<file path="config.mk">
export PLATFORM = sky130hd
export DESIGN_NAME = blk_prefetch_ctrl
export DESIGN_NICKNAME = d
export VERILOG_FILES = /design/src/rtl/pf_pkg.sv /design/src/rtl/pf_trigger.sv /design/src/rtl/pf_dup_check.sv /design/src/rtl/pf_req_queue.sv /design/src/rtl/blk_prefetch_ctrl.sv
export SDC_FILE = /design/constraint.sdc
export NUM_CORES = 1
export LEC_CHECK = 0
export ABC_AREA = 1
export BUFFER_PORTS_ARGS = -buffer_cell sky130_fd_sc_hd__buf_2
export CORE_ASPECT_RATIO = 0.5
export CORE_MARGIN = 5
export CORE_UTILIZATION = 65
export DETAILED_ROUTE_END_ITERATION = 10
export MAX_ROUTING_LAYER = met4
export PLACE_DENSITY = 0.88
export SLEW_MARGIN = 20
export SYNTH_ARGS = -nofsm -noshare
export SYNTH_HDL_FRONTEND = slang
export SYNTH_HIERARCHICAL = 1
export SYNTH_SLANG_ARGS = --single-unit
</file>
<file path="constraint.sdc">
create_clock -name clk -period 5.89 [get_ports clk]
set_input_delay 0.8835 -clock clk [delete_from_list [all_inputs] [get_ports clk]]
set_output_delay 0.8835 -clock clk [all_outputs]
set_load 0.03 [all_outputs]
</file>
<file path="src/rtl/pf_pkg.sv">
package pf_pkg;
  typedef enum logic {
    REQ_DEMAND   = 1'b0,
    REQ_PREFETCH = 1'b1
  } req_kind_e;
endpackage

</file>
<file path="src/rtl/pf_trigger.sv">
module pf_trigger #(
  parameter int AW = 16
) (
  input  logic          pf_always,
  input  logic          fire,
  input  logic          hit,
  input  logic          touched,
  input  logic [AW-1:0] addr,
  output logic          want_dem,
  output logic          want_pf,
  output logic [AW-1:0] pf_addr
);
  logic first_ref;

  always_comb begin
    first_ref = !hit || !touched;
    want_dem  = fire && !hit;
    want_pf   = fire && (pf_always ? first_ref : !hit);
    pf_addr   = addr + AW'(1);
  end
endmodule

</file>
<file path="src/rtl/pf_dup_check.sv">
module pf_dup_check #(
  parameter int AW    = 16,
  parameter int DEPTH = 4
) (
  input  logic [DEPTH-1:0][AW-1:0] ent_addr,
  input  logic [DEPTH-1:0]         ent_live,
  input  logic [AW-1:0]            probe,
  output logic                     match
);
  logic [DEPTH-1:0] hit_vec;

  for (genvar j = 0; j < DEPTH; j++) begin : g_cmp
    assign hit_vec[j] = ent_live[j] && (ent_addr[j] == probe);
  end

  assign match = |hit_vec;
endmodule

</file>
<file path="src/rtl/pf_req_queue.sv">
module pf_req_queue #(
  parameter int AW    = 16,
  parameter int DEPTH = 4,
  localparam int PW   = $clog2(DEPTH),
  localparam int CNTW = PW + 1
) (
  input  logic                     clk,
  input  logic                     rst,
  input  logic [1:0]               n_push,
  input  logic [AW-1:0]            a0,
  input  logic                     k0,
  input  logic [AW-1:0]            a1,
  input  logic                     k1,
  input  logic                     pop,
  output logic [AW-1:0]            head_addr,
  output logic                     head_kind,
  output logic [CNTW-1:0]          cnt,
  output logic [DEPTH-1:0][AW-1:0] ent_addr,
  output logic [DEPTH-1:0]         ent_live
);
  logic [AW-1:0]   addr_mem [DEPTH];
  logic            kind_mem [DEPTH];
  logic [PW-1:0]   wr_ptr, rd_ptr;
  logic [CNTW-1:0] cnt_q;
  logic [PW-1:0]   wr_nxt;

  assign wr_nxt = wr_ptr + PW'(1);

  always_ff @(posedge clk) begin
    if (n_push != 2'd0) begin
      addr_mem[wr_ptr] <= a0;
      kind_mem[wr_ptr] <= k0;
    end
    if (n_push == 2'd2) begin
      addr_mem[wr_nxt] <= a1;
      kind_mem[wr_nxt] <= k1;
    end
  end

  always_ff @(posedge clk) begin
    if (rst) begin
      wr_ptr <= '0;
      rd_ptr <= '0;
      cnt_q  <= '0;
    end else begin
      wr_ptr <= wr_ptr + PW'(n_push);
      if (pop) rd_ptr <= rd_ptr + PW'(1);
      cnt_q  <= cnt_q + CNTW'(n_push) - CNTW'(pop);
    end
  end

  assign head_addr = addr_mem[rd_ptr];
  assign head_kind = kind_mem[rd_ptr];
  assign cnt       = cnt_q;

  for (genvar j = 0; j < DEPTH; j++) begin : g_live
    logic [PW-1:0] off;
    assign off         = PW'(j) - rd_ptr;
    assign ent_live[j] = {1'b0, off} < cnt_q;
    assign ent_addr[j] = addr_mem[j];
  end

  AST_NO_OVERFLOW: assert property (@(posedge clk) disable iff (rst)
    (n_push != 2'd0) |-> (cnt_q + CNTW'(n_push) - CNTW'(pop) <= CNTW'(DEPTH)));
  AST_HEAD_HOLD: assert property (@(posedge clk) disable iff (rst)
    (cnt_q != '0 && !pop) |=> ($stable(head_addr) && $stable(head_kind)));
endmodule

</file>
<file path="src/rtl/blk_prefetch_ctrl.sv">
module blk_prefetch_ctrl #(
  parameter int AW    = 16,
  parameter int DEPTH = 4,
  parameter int CW    = 16
) (
  input  logic          clk,
  input  logic          rst,
  input  logic          pf_always,
  input  logic          lk_valid,
  output logic          lk_ready,
  input  logic [AW-1:0] lk_addr,
  input  logic          lk_hit,
  input  logic          lk_touched,
  output logic          mem_valid,
  input  logic          mem_ready,
  output logic [AW-1:0] mem_addr,
  output logic          mem_kind,
  output logic [CW-1:0] cnt_demand,
  output logic [CW-1:0] cnt_prefetch
);
  import pf_pkg::*;

  localparam int CNTW = $clog2(DEPTH) + 1;

  logic                     fire, want_dem, want_pf, dup, room_pf, pf_ok, pop;
  logic [AW-1:0]            pf_addr, a0;
  logic                     k0;
  logic [1:0]               n_push;
  logic [CNTW-1:0]          q_cnt, free_n;
  logic [DEPTH-1:0][AW-1:0] ent_addr;
  logic [DEPTH-1:0]         ent_live;
  logic [CW-1:0]            cnt_dem_q, cnt_pf_q;

  assign lk_ready = (q_cnt != CNTW'(DEPTH));
  assign fire     = lk_valid && lk_ready;

  pf_trigger #(.AW(AW)) u_trig (
    .pf_always (pf_always),
    .fire      (fire),
    .hit       (lk_hit),
    .touched   (lk_touched),
    .addr      (lk_addr),
    .want_dem  (want_dem),
    .want_pf   (want_pf),
    .pf_addr   (pf_addr)
  );

  pf_dup_check #(.AW(AW), .DEPTH(DEPTH)) u_dup (
    .ent_addr (ent_addr),
    .ent_live (ent_live),
    .probe    (pf_addr),
    .match    (dup)
  );

  always_comb begin
    free_n  = CNTW'(DEPTH) - q_cnt;
    room_pf = want_dem ? (free_n > CNTW'(1)) : (free_n != '0);
    pf_ok   = want_pf && room_pf && !dup;
    n_push  = {1'b0, want_dem} + {1'b0, pf_ok};
    a0      = want_dem ? lk_addr : pf_addr;
    k0      = want_dem ? REQ_DEMAND : REQ_PREFETCH;
  end

  assign mem_valid = (q_cnt != '0);
  assign pop       = mem_valid && mem_ready;

  pf_req_queue #(.AW(AW), .DEPTH(DEPTH)) u_q (
    .clk       (clk),
    .rst       (rst),
    .n_push    (n_push),
    .a0        (a0),
    .k0        (k0),
    .a1        (pf_addr),
    .k1        (REQ_PREFETCH),
    .pop       (pop),
    .head_addr (mem_addr),
    .head_kind (mem_kind),
    .cnt       (q_cnt),
    .ent_addr  (ent_addr),
    .ent_live  (ent_live)
  );

  always_ff @(posedge clk) begin
    if (rst) begin
      cnt_dem_q <= '0;
      cnt_pf_q  <= '0;
    end else begin
      cnt_dem_q <= cnt_dem_q + CW'(want_dem);
      cnt_pf_q  <= cnt_pf_q + CW'(pf_ok);
    end
  end

  assign cnt_demand   = cnt_dem_q;
  assign cnt_prefetch = cnt_pf_q;

  AST_MISS_DEMAND: assert property (@(posedge clk) disable iff (rst)
    (lk_valid && lk_ready && !lk_hit) |=> (cnt_demand == $past(cnt_demand) + CW'(1)));
  AST_HIT_QUIET: assert property (@(posedge clk) disable iff (rst)
    (lk_valid && lk_ready && lk_hit && !pf_always) |=> ($stable(cnt_prefetch) && $stable(cnt_demand)));
  AST_TOUCHED_QUIET: assert property (@(posedge clk) disable iff (rst)
    (lk_valid && lk_ready && lk_hit && lk_touched) |=> $stable(cnt_prefetch));
  AST_STALL_NO_DEMAND: assert property (@(posedge clk) disable iff (rst)
    (!lk_ready) |=> $stable(cnt_demand));
endmodule

</file>
## Word level (Yosys, flattened, before mapping)

Memory sizes are Yosys's and may differ from the RTL's. A register that Yosys moved wholly into a read port is not among the register bits.
Cells that the tools add are included.

- Output and inout bits: 51
- Bits in writable memories: 68
- Register bits: 39
- Word-level logic and storage cells: 62
- Memories kept: 2
- Bits of input ports: 23

Memory list:

| name | words | bits a word | rd ports | clocked after memory_dff | wr ports | line | text |
|---|---|---|---|---|---|---|---|
| u_q.addr_mem | 4 | 16 | 5 | 1 | 2 | pf_req_queue.sv:21 | `logic [AW-1:0] addr_mem [DEPTH];` |
| u_q.kind_mem | 4 | 1 | 1 | 1 | 2 | pf_req_queue.sv:22 | `logic kind_mem [DEPTH];` |

- Add/sub/neg operators: 14
- Equality and inequality tests: 6
- Multiplexer cells: 12
- Reduce and logical (&&, ||, !) cells: 18
- $lt $le $gt $ge: 5

Operator list:

| cell | count |
|---|---|
| == test 16 bit | 4 |
| adder 16 x 1 -> 16 bit | 2 |
| adder 16 x 1 -> 16 bit, second input constant | 1 |
| two-way mux 16 bit | 1 |
| < comparator 2 x 3 -> 1 bit | 4 |
| logical AND 1 bit | 10 |
| two-way mux 2 bit | 4 |
| two-way mux 1 bit | 7 |
| nonzero test 3 bit | 2 |
| adder 2 x 1 -> 2 bit, second input constant | 2 |
| OR reduction 4 bit | 1 |
| subtractor 1 x 2 -> 2 bit, first input constant | 2 |
| subtractor 2 bit, first input constant | 2 |
| adder 3 x 2 -> 3 bit | 1 |
| greater-than comparator 3 x 1 -> 1 bit, second input constant | 1 |
| logical NOT 1 bit | 3 |
| inequality test 3 bit, second input constant | 1 |
| subtractor 3 x 1 -> 3 bit | 1 |
| subtractor 3 bit, first input constant | 1 |
| adder 1 x 1 -> 2 bit | 1 |
| adder 2 bit | 1 |
| == test 2 bit, second input constant | 1 |
| nonzero test 2 bit | 1 |
| logical OR 1 bit | 1 |

## Depth between registers and ports, before layout

Gate-level depths: netlist (run 1).

- Depth after elaboration: 10
- Depth in mapped cells: 28

## Modules after synthesis

The synthesis (run 1) kept the hierarchy.

By module, submodules not included:

| module | seq. area each (um2) | area each (um2) | instances | cells each |
|---|---|---|---|---|
| pf_req_queue | 2222.1 | 4021.4 | 1 | 450 |
| blk_prefetch_ctrl | 640.6 | 1958.1 | 1 | 311 |
| pf_dup_check | 0.0 | 1099.8 | 1 | 264 |
| pf_trigger | 0.0 | 417.9 | 1 | 77 |

## Least setup slack after synthesis (run 1)

Ideal clock, no wire load.

- Kind: input to register
- Start: input port lk_addr[0]
- End: memory u_q.addr_mem[2][0] (enable)
- Arrival: 3574 ps
- Library setup time: 373 ps
- Stages on the path: 19
- Setup slack: 1943 ps
- Path through: ha_1 > nand3_2 > inv_2 > nand2_2 > xnor2_1 > inv_2 > or2_0 > o211ai_1 > nor2_1 > nand3_1 > nand2_1 > inv_1 > nand2_1 > nor2_1 > ha_1 > nor2_4 > nand2_2 > buf_6 > nand2_1

RTL lines:

| what | line | text |
|---|---|---|
| from (decl) | blk_prefetch_ctrl.sv:11 | `input logic [AW-1:0] lk_addr,` |
| to (decl) | pf_req_queue.sv:21 |  |

==> metrics, run 1 <==
worst hold slack=0.5049 ns; CP max-delay cell=nand2_1; count of cell types in the netlist=37; Initial Util=0.6725; GR Util All Layers=0.3125; crit end category=register; antenna violations before repair=0; Area growth, synth to finish=9.730%; outcome=completed; Syn Inst Count=about 1.1k; share of the synthesized area in the top cell type=0.2724; Resized cells post-CTS=0; RSZ-0062 raised after global routing=false; CTS sink count=between 100 and 150; pins over their slew limit=0; CTS root buffer=clkbuf_16; nets=about 1.2k; top-count cell post-synth=nand2_1; Startpoint Class=input pin; hold crit path type=register to register; die height=between 80 and 90 um; clock latency on the worst-skew pair=0.36 ns; compound-gate portion of the synthesized area=0.1298; vias per cell=5.684; Synth Area per Inst=slightly below 7 um^2; die width=roughly 160 um; Rows=27; crit path max fanout=35; Crit Path Category=input pin to register; core box area=approximately 11000 um^2; clock-pin slew on the worst setup and hold paths=approximately 0.07 ns; YS warnings=6; top post-synthesis cells by area=edfxtp_1 27%, nand2_1 19%, dfxtp_1 11%; number of port buffers=73; post-CTS setup repair buffer count=0; Register Area=about 2900 um^2; vias in the first global route=about 6.8k; largest family of logic cells by synthesized area=simple AND/OR/NAND/NOR gates; clk buf depth=2; Final Cycle Share=0.8454; CP max stage delay=0.86 ns; fmax=approximately 0.2 GHz; Commonest cells post-synth=380 x nand2_1, 159 x inv_1, 106 x nor2_1, 100 x o21ai_0, 68 x edfxtp_1; CTS tree=built; total wire length=20890 um; first-iteration detailed-routing DRC count=about 830; hold-fix buffers at CTS=0; multi-input combinational cell area=3766 um^2; Pre-antenna DRT Iters=6; Final setup viols=0; sequential share of the synthesized area=0.3818; final antenna-violating net count=0; post-synthesis mux area share=0; ant diodes=0; PD cells=roughly 330 nW/um^2; register bit count reported by yosys=109; largest net degree at the start of global routing=69; grt ovf=0; critical path cell sequence=buf_2 -> ha_1 -> nand3_2 -> inv_2 -> nand2_2 -> xnor2_1 -> inv_2 -> or2_0 -> o211ai_1 -> nor2_1 -> nand3_1 -> nand2_1 -> inv_1 -> nand2_1 -> nor2_1 -> ha_1 -> inv_2 -> nor2_4 -> nand2_2 -> nand2_1; Post-synth EDFFs=68; Num CTS Buffers=9; DRC errors left=0; Async S/R FF share, synth=0; layout cell share with drive strength beyond 1=0.1359; TNS Setup=0 ns; Worst EP arrival=slightly below 5 ns; Via Count=about 7.5k; WP data required=5.87 ns; max_cap viols=0; FILL cells=approximately 860; die area=roughly 14000 um^2; simple-gate share of the synthesized area=0.3067; max_slew headroom=0.3866; wire per inst=approximately 16 um; skew final=about 0.0084 ns; # IOs=74; area leader, netlist=edfxtp_1; Post-Synth XOR/XNOR Area=0.02921; Post-Synth Adder-Cell Area=0.03605; Main synth FF type=edfxtp_1; LEAKAGE=4.166 nW; Synth Cell Area=7497 um^2; VDD IR max=0.0001766 V; final RePlAce weighted congestion=just under 1; Least-Margin Pin Slew=0.9179 ns; CTS H-tree lvls=3; DP HPWL=between 15000 and 20000 um; Syn Nets=1146; Period minus WS final=4.979 ns; first-pass GRT wire length=roughly 34000 um; Final Hold Fails=0
-- per-layer routing --
| layer | GRT usage | wire, um | up-vias |
|---|---|---|---|
| met2 | 0.4932 | 9085 | 452 |
| met5 | - | 0 | - |
| met3 | 0.06577 | 2467 | 61 |
| li1 | - | - | 3568 |
| met1 | 0.4116 | 8780 | 3393 |
| met4 | 0.08979 | 556 | 0 |
-- critical path: cells and delay by family --
family	cells	cell delay [ns]
buf+inv	5	0.50
simple gates	11	2.38
xor+xnor	1	0.58
compound gates	1	0.08
fa+ha+maj	2	0.51
-- sequential cells by signal, indices dropped and copies added (netlist names), named ones only --
| name | cells |
|---|---|
| cnt_demand | 16 |
| u_q/rd_ptr | 2 |
| u_q/kind_mem | 4 |
| u_q/addr_mem | 64 |
| u_q/wr_ptr | 2 |
| cnt_prefetch | 16 |
| u_q/cnt | 3 |
-- metrics by stage --
| stage | utilization | worst slack [ns] | area [um^2] | power [W] | std cells |
|---|---|---|---|---|---|
| floorplan | - | 1.943 | 7497 | 0.001788 | 1102 |
| global placement | 0.7104 | 0.8476 | 7920 | 0.002077 | 1299 |
| detailed placement | 0.7104 | 0.7186 | 7920 | 0.002117 | 1299 |
| CTS | 0.7377 | 1.088 | 8224 | 0.002733 | 1315 |
| global route | 0.7379 | 0.6631 | 8227 | 0.002912 | 1315 |
| finish | 0.7379 | 0.9106 | 8227 | 0.002749 | 1315 |
-- cell usage in the layout (no fill, tap or decap), types with 3 or more instances in the layout --
master and n:
nand2_1 380, inv_1 159, nor2_1 106, o21ai_0 100
buf_2 73, edfxtp_1 68, dfxtp_1 40, a21oi_1 35
inv_2 21, o211ai_1 21, ha_1 20, nand3_1 19
nand2_2 15, xor2_1 15, o21ai_1 12, xnor2_1 10
clkbuf_16 10, nor2_2 9, buf_4 8, nor2_4 7
nand4_1 7, nand3_2 5, nor3_1 4, o21a_1 3
clkinv_4 3
-- layout make-up --
type / instances / area share
Sequential cell: 109 / 0.3484
Tap cell: 145 / 0.02205
Multi-Input combinational cell: 782 / 0.4578
Clock buffer: 10 / 0.03042
Inverter: 182 / 0.08304
Timing Repair Buffer: 81 / 0.05171
Clock inverter: 6 / 0.006540
-- cells by family after synthesis --
kind of cell	Yosys count
buf+inv	211
fa+ha+maj	21
compound gates	178
flops	109
simple gates	557
other cells	1
xor+xnor	25
-- path summary, 6_finish.rpt --
path / start / end / slack [ns] / cells past startpoint
max: lk_addr[0] / u_q/addr_mem[3][5]$_DFFE_PP_ / 0.91 / 20
min: cnt_demand[4]$_SDFF_PP0_ / cnt_demand[4]$_SDFF_PP0_ / 0.50 / 2
max reg2reg: u_q/cnt[0]$_SDFF_PP0_ / u_q/addr_mem[3][5]$_DFFE_PP_ / 1.28 / 18
min reg2reg: cnt_demand[4]$_SDFF_PP0_ / cnt_demand[4]$_SDFF_PP0_ / 0.50 / 2
-- power breakdown --
| part | internal [W] | switching, W | total, W |
|---|---|---|---|
| registers | 0.000974 | 0.000129 | 0.00110 |
| clock network | 0.000320 | 0.000299 | 0.000619 |
| logic | 0.000310 | 0.000716 | 0.00103 |
| total | 0.00161 | 0.00114 | 0.00275 |
No activity file was read; power rests on OpenSTA's default activity.
==> inputs of run 2 (changes only) <==
--- a/config.mk
+++ b/config.mk
@@ -5,14 +5,14 @@
 export SDC_FILE = /design/constraint.sdc
 export NUM_CORES = 1
 export LEC_CHECK = 0
-export ABC_AREA = 1
+export ABC_AREA = 0
 export BUFFER_PORTS_ARGS = -buffer_cell sky130_fd_sc_hd__buf_2
 export CORE_ASPECT_RATIO = 0.5
 export CORE_MARGIN = 5
-export CORE_UTILIZATION = 65
+export CORE_UTILIZATION = 54
 export DETAILED_ROUTE_END_ITERATION = 10
 export MAX_ROUTING_LAYER = met4
-export PLACE_DENSITY = 0.88
+export PLACE_DENSITY = 0.78
 export SLEW_MARGIN = 20
 export SYNTH_ARGS = -nofsm -noshare
 export SYNTH_HDL_FRONTEND = slang
==> constraint.sdc (replaced) <==
create_clock -name clk -period 4.4 [get_ports clk]
set_input_delay 0.66 -clock clk [delete_from_list [all_inputs] [get_ports clk]]
set_output_delay 0.66 -clock clk [all_outputs]
set_load 0.03 [all_outputs]
==> metrics, run 2 <==
CTS root buffer=clkbuf_16; skew final=0.01189 ns (+0.003510 ns); Pre-antenna DRT Iters=4 (-2); share of the synthesized area in the top cell type=0.2984 (+0.02605); Least-Margin Pin Slew=1.081 ns (+0.1626 ns); top post-synthesis cells by area=edfxtp_1 30%, mux2_2 12%, dfxtp_1 12%; hold crit path type=register to register; Startpoint Class=input pin; LEAKAGE=3.133 nW (-25%); Area growth, synth to finish=20.53%; layout cell share with drive strength beyond 1=0.4233 (+0.2874); Rows=29 (+7.4%); largest net degree at the start of global routing=41 (-41%); final RePlAce weighted congestion=0.9412 (-3.6%); sequential share of the synthesized area=0.4184 (+0.03652); die area=15160 um^2 (+9.0%); Async S/R FF share, synth=0 (unchanged); fmax=between 0.2 and 0.25 GHz; worst hold slack=0.5178 ns (+0.01295 ns); PD cells=455.0 nW/um^2 (+36%); switch share=0.3594 (-0.05674); crit end category=register; Synth Cell Area=6843 um^2 (-8.7%); Main synth FF type=edfxtp_1; Final setup viols=0 (unchanged); pins over their slew limit=0 (unchanged); Initial Util=0.5466 (-0.1259); max_cap viols=0 (unchanged); WP data required=4.62 ns (-1.25 ns); YS warnings=6 (unchanged); Num CTS Buffers=9 (unchanged); Most flops, register=u_q/addr_mem; clock-pin slew on the worst setup and hold paths=0.08 ns (about the same); first-iteration detailed-routing DRC count=404 (-52%); count of cell types in the netlist=48 (+30%); clk buf depth=2 (unchanged); Syn Inst Count=566 (-49%); CTS tree=built; area leader, netlist=edfxtp_1; final antenna-violating net count=0 (unchanged); total wire length=16610 um (-20%); first-pass GRT wire length=25540 um (-24%); commonest non-fill, non-tap cell in the layout=xnor2_1; core box area=12520 um^2 (+12%); switching power total=0.001349 W (+18%); top-count cell post-synth=xnor2_1; die width=169.2 um (+4.5%); clock latency on the worst-skew pair=0.35 ns (about the same); Worst EP arrival=4.50 ns (-0.46 ns); Final Hold Fails=0 (unchanged); DP HPWL=11870 um (-23%); CTS sink count=109 (unchanged); combinational share of power=0.397 (+0.024); number of port buffers=73 (unchanged); VDD IR max=0.0001959 V (+11%); Via Count=4817 (-36%); CTS H-tree lvls=3 (unchanged); vias in the first global route=4726 (-31%); Int Power=0.002404 W (+50%); clock network fraction of total power=0.219 (-0.006); commonest cells after routing, fill and taps aside=78 x xnor2_1, 74 x mux2_2, 73 x buf_2, 68 x edfxtp_1, 63 x buf_4; Synth Area per Inst=12.09 um^2 (+78%); outcome=completed; Period minus WS final=~4.3 ns; register bit count reported by yosys=109 (unchanged); ant diodes=0 (unchanged); R2R Setup Slk=0.57 ns (-0.71 ns); # IOs=74 (unchanged); crit path max fanout=4 (-89%); Largest register FFs=64 (unchanged); Commonest cells post-synth=78 x xnor2_1, 74 x mux2_2, 68 x edfxtp_1, 41 x dfxtp_1, 39 x nor2_1; DRC errors left=0 (unchanged); Flop pwr share=0.384 (-0.017); nets=743 (-39%); Final Cycle Share=0.9744; max_slew headroom=0.2786 (-0.1079); TNS Setup=0 ns (unchanged); Post-synth EDFFs=68 (unchanged); Crit Path Category=input pin to register; GR Util All Layers=0.2278 (-0.08470); vias per cell=5.511 (-3.0%); antenna violations before repair=0 (unchanged); wire per inst=19.00 um (+20%); grt ovf=0 (unchanged); die height=89.60 um (+4.3%)
[run 2: cell count changes after synthesis, sizes merged, moves of 24 or more]
cell	previous run	this run
nor2	122	39
nand2	396	18
a21oi	35	11
xnor2	10	78
o21ai	112	4
inv	180	27
mux2	0	84
[run 2: worst max-delay path, stage by stage]
cell,delay (ns)
buf_2,0.13
nand4_1,0.13
buf_4,0.18
nor4_1,0.34
xor2_1,0.32
xor2_1,0.23
nor4_1,0.09
nand4_1,0.10
nor4_1,0.05
or4_1,0.57
nor3b_2,0.26
ha_2,0.28
inv_2,0.05
ha_1,0.29
inv_1,0.06
fa_1,0.42
xor2_1,0.17
xnor2_1,0.13
nor2_1,0.05
[run 2: cell type report]
class | instances | area [um^2]
Timing Repair Buffer | 143 | 978.4
Fill cell | 917 | 4270
Inverter | 27 | 101.3
Tap cell | 170 | 212.7
Clock buffer | 9 | 225.2
Clock inverter | 7 | 72.57
Sequential cell | 109 | 2863
Multi-Input combinational cell | 409 | 3795
[run 2: per-stage QoR]
stage,power (W),instances,area [um^2],setup WS [ns],utilization
floorplan,0.002441,569,6872,-0.02993,-
global placement,0.002899,856,7888,-0.2463,0.6301
detailed placement,0.002923,856,7888,-0.3380,0.6301
CTS,0.003762,872,8185,0.02667,0.6539
global route,0.003948,874,8248,-0.09791,0.6589
finish,0.003753,874,8248,0.1127,0.6589
[run 2: cell families (layout without fill, tap and decap cells)]
group	count (synthesis)	count (layout)	synth area share
fa+ha+maj	21	21	0.03950
mux	101	101	0.1997
compound gates	21	21	0.01755
other cells	1	4	0.0005480
flops	109	109	0.4184
buf+inv	51	186	0.03858
xor+xnor	108	108	0.1382
simple gates	154	154	0.1476
[run 2: layer usage]
| metal | part of all wire | routed length, um | GRT usage | vias up |
|---|---|---|---|---|
| li1 | - | - | - | 2300 |
| met1 | 0.45 | 7443 | 0.3007 | 2321 |
| met2 | 0.46 | 7691 | 0.3733 | 170 |
| met3 | 0.070 | 1156 | 0.04023 | 26 |
| met4 | 0.019 | 316 | 0.05478 | 0 |
| met5 | 0 | 0 | - | - |
[run 2: final timing paths]
kind,cells after the start,from,end
hold / removal,2,cnt_prefetch[5]$_SDFF_PP0_,cnt_prefetch[5]$_SDFF_PP0_
hold reg to reg,2,cnt_prefetch[5]$_SDFF_PP0_,cnt_prefetch[5]$_SDFF_PP0_
setup reg to reg,17,u_q/rd_ptr[0]$_SDFFE_PP0P_,u_q/cnt[2]$_SDFF_PP0_
setup / recovery,19,lk_addr[6],u_q/cnt[2]$_SDFF_PP0_
[run 2: timing repair]
item,4_1_cts,5_1_grt
gates resized for setup,0,8
endpoints found under the setup margin,0,137
hold buffers,0,0
setup buffers,0,2
[run 2: power groups by stage]
stage	combinational, W	clock, W	sequential, W
final	0.00149	0.000823	0.00144
after global routing	0.00160	0.000887	0.00146
after CTS	0.00148	0.000844	0.00144
after detailed placement	0.00146	0	0.00146
after global placement	0.00144	0	0.00145
after floorplan	0.00104	0	0.00140
==> inputs of run 3 (changes only) <==
--- a/config.mk
+++ b/config.mk
@@ -9,10 +9,12 @@
 export BUFFER_PORTS_ARGS = -buffer_cell sky130_fd_sc_hd__buf_2
 export CORE_ASPECT_RATIO = 0.5
 export CORE_MARGIN = 5
-export CORE_UTILIZATION = 54
+export CORE_UTILIZATION = 55
+export CTS_BUF_LIST = sky130_fd_sc_hd__clkbuf_8
 export DETAILED_ROUTE_END_ITERATION = 10
+export HOLD_SLACK_MARGIN = 0.1
 export MAX_ROUTING_LAYER = met4
-export PLACE_DENSITY = 0.78
+export PLACE_DENSITY = 0.79
 export SLEW_MARGIN = 20
 export SYNTH_ARGS = -nofsm -noshare
 export SYNTH_HDL_FRONTEND = slang
==> metrics, run 3 (same netlist as run 2, synthesis figures left out) <==
max_slew headroom=0.3386 (+0.05998); CTS root buffer=clkbuf_8; nets=737 (-0.81%); die area=14910 um^2 (-1.7%); Initial Util=0.5711 (+0.02449); core box area=11980 um^2 (-4.3%); CP max stage delay=0.60 ns (+0.03 ns); crit-path most repeated cell=buf_4; Util after Layout=0.6770 (+0.01813); Area growth, synth to finish=18.54%; VDD IR max=0.0001918 V (-2.1%); crit end category=register; first-pass GRT wire length=25650 um (+0.46%); skew final=0.01619 ns (+0.004295 ns); grt ovf=0 (unchanged); max_cap viols=0 (unchanged); Num CTS Buffers=9 (unchanged); Int Power=0.002252 W (-6.3%); Largest register FFs=64 (unchanged); Startpoint Class=input pin; final RePlAce weighted congestion=0.9590 (+1.9%); FILL cells=930 (+1.4%); layout cell share with drive strength beyond 1=0.4204 (-0.002922); Most flops, register=u_q/addr_mem; DRC errors left=0 (unchanged); Final Hold Fails=0 (unchanged); GR Util All Layers=0.2315 (+0.003777); Worst EP arrival=4.49 ns (about the same); ant diodes=0 (unchanged); fmax=0.2292 GHz (-1.7%); Least-Margin Pin Slew=0.9907 ns (-0.08985 ns); CTS tree=built; Bufs and invs on worst path=5 (+1); die width=167.7 um (-0.86%); pins over their slew limit=0 (unchanged); LEAKAGE=3.075 nW (-1.9%); total wire length=16400 um (-1.2%); CP max-delay cell=or4_1; CTS H-tree lvls=3 (unchanged); die height=88.87 um (-0.81%); family with the most delay on the worst path=simple AND/OR/NAND/NOR gates; WP data required=4.53 ns (-0.09 ns); Flop pwr share=0.405 (+0.021); commonest non-fill, non-tap cell in the layout=xnor2_1; clock latency on the worst-skew pair=0.38 ns (+0.03 ns); PD cells=437.6 nW/um^2 (-3.8%); CTS sink count=109 (unchanged); clock-pin slew on the worst setup and hold paths=0.10 ns (+0.02 ns); number of port buffers=73 (unchanged); wire per inst=19.03 um (+0.13%); final antenna-violating net count=0 (unchanged); Pre-antenna DRT Iters=5 (+1); DP HPWL=11750 um (-1.0%); antenna violations before repair=0 (unchanged); switch share=0.3657 (+0.006270); hold crit path type=register to register; hold-fix buffers at CTS=0 (unchanged); crit path max fanout=17 (+13); vias in the first global route=4782 (+1.2%); worst hold slack=0.5387 ns (+0.02085 ns); # IOs=74 (unchanged); Rows=28 (-3.4%); vias per cell=5.659 (+2.7%); first-iteration detailed-routing DRC count=484 (+20%); Via Count=4878 (+1.3%); clock network fraction of total power=0.182 (-0.037); critical path cell sequence=buf_4 -> ha_4 -> nand4_1 -> buf_4 -> buf_4 -> nor2_1 -> xor2_1 -> xor2_1 -> nor4_1 -> nand4_1 -> nor4_1 -> or4_1 -> nor3b_2 -> ha_2 -> buf_4 -> nor4_4 -> buf_12 -> mux2_2; Final setup viols=0 (unchanged); combinational share of power=0.413 (+0.016); Final Cycle Share=0.9914 (+0.01701); outcome=completed; Crit Path Category=input pin to register; largest net degree at the start of global routing=41 (unchanged); clk buf depth=2 (unchanged); commonest cells after routing, fill and taps aside=78 x xnor2_1, 73 x mux2_2, 71 x buf_2, 68 x edfxtp_1, 60 x buf_4; switching power total=0.001298 W (-3.8%); Period minus WS final=4.362 ns (+0.07483 ns)
## run 3: per-stage QoR
stage	cell area, um^2	setup WS (ns)	std cells	TNS, ns	total power (W)
after detailed placement	7816	-0.4746	844	-35.21	0.002908
final	8112	0.03788	862	0	0.003550
after global routing	8112	-0.02549	862	-0.1023	0.003741
after floorplan	6872	-0.02993	569	-0.5089	0.002441
after CTS	8031	0.06377	859	0	0.003556
after global placement	7816	-0.2547	844	-14.04	0.002875
## run 3: final timing paths
| check | start | endpoint | slack [ns] | depth (start not counted) |
|---|---|---|---|---|
| worst max-delay path | lk_addr[0] | u_q/addr_mem[1][2]$_DFFE_PP_ | 0.04 | 18 |
| worst max register to register | u_q/rd_ptr[0]$_SDFFE_PP0P_ | u_q/addr_mem[1][2]$_DFFE_PP_ | 0.56 | 14 |
| worst min-delay path | cnt_prefetch[15]$_SDFF_PP0_ | cnt_prefetch[15]$_SDFF_PP0_ | 0.54 | 3 |
| worst min register to register | cnt_prefetch[15]$_SDFF_PP0_ | cnt_prefetch[15]$_SDFF_PP0_ | 0.54 | 3 |
## run 3: what timing repair did
| item | CTS | global route |
|---|---|---|
| pin swaps | 1 | 8 |
| resized for setup | 2 | 12 |
| buffers inserted | 0 | 3 |
| hold endpoints to repair | 0 | 0 |
| endpoints found under the setup margin | 1 | 36 |
## run 3: cell type report
cell class / count / area, um^2 / area share
Inverter: 27 / 101.3 / 0.01249
Timing Repair Buffer: 137 / 925.9 / 0.1141
Clock inverter: 5 / 66.31 / 0.008175
Sequential cell: 109 / 2863 / 0.3529
Tap cell: 165 / 206.4 / 0.02545
Multi-Input combinational cell: 409 / 3811 / 0.4698
Clock buffer: 10 / 137.6 / 0.01697
## run 3: worst register-to-register path, stage by stage, from the launching register on
cell and delay, ns:
dfxtp_1 0.46, xnor2_1 0.18, inv_1 0.07, ha_1 0.27, a21oi_1 0.05, or2_2 0.26
nand2_1 0.10, nor4_1 0.05, or4_1 0.60, nor3b_2 0.26, ha_2 0.33, buf_4 0.15
nor4_4 0.21, buf_12 0.24, mux2_2 0.37
## run 3: power groups by stage
stage | clock, W | combinational (W) | sequential (W)
3_3_place_gp | 0 | 0.00142 | 0.00145
4_1_cts | 0.000660 | 0.00146 | 0.00144
5_1_grt | 0.000708 | 0.00158 | 0.00146
3_5_place_dp | 0 | 0.00145 | 0.00146
6_report | 0.000645 | 0.00147 | 0.00144
2_1_floorplan | 0 | 0.00104 | 0.00140
## run 3: metal layers
metal,vias to the layer above,wire [um],GRT usage
met5,-,0,-
met4,0,332,0.06112
met3,31,1061,0.04373
met2,165,7678,0.3817
met1,2400,7328,0.2992
li1,2282,-,-
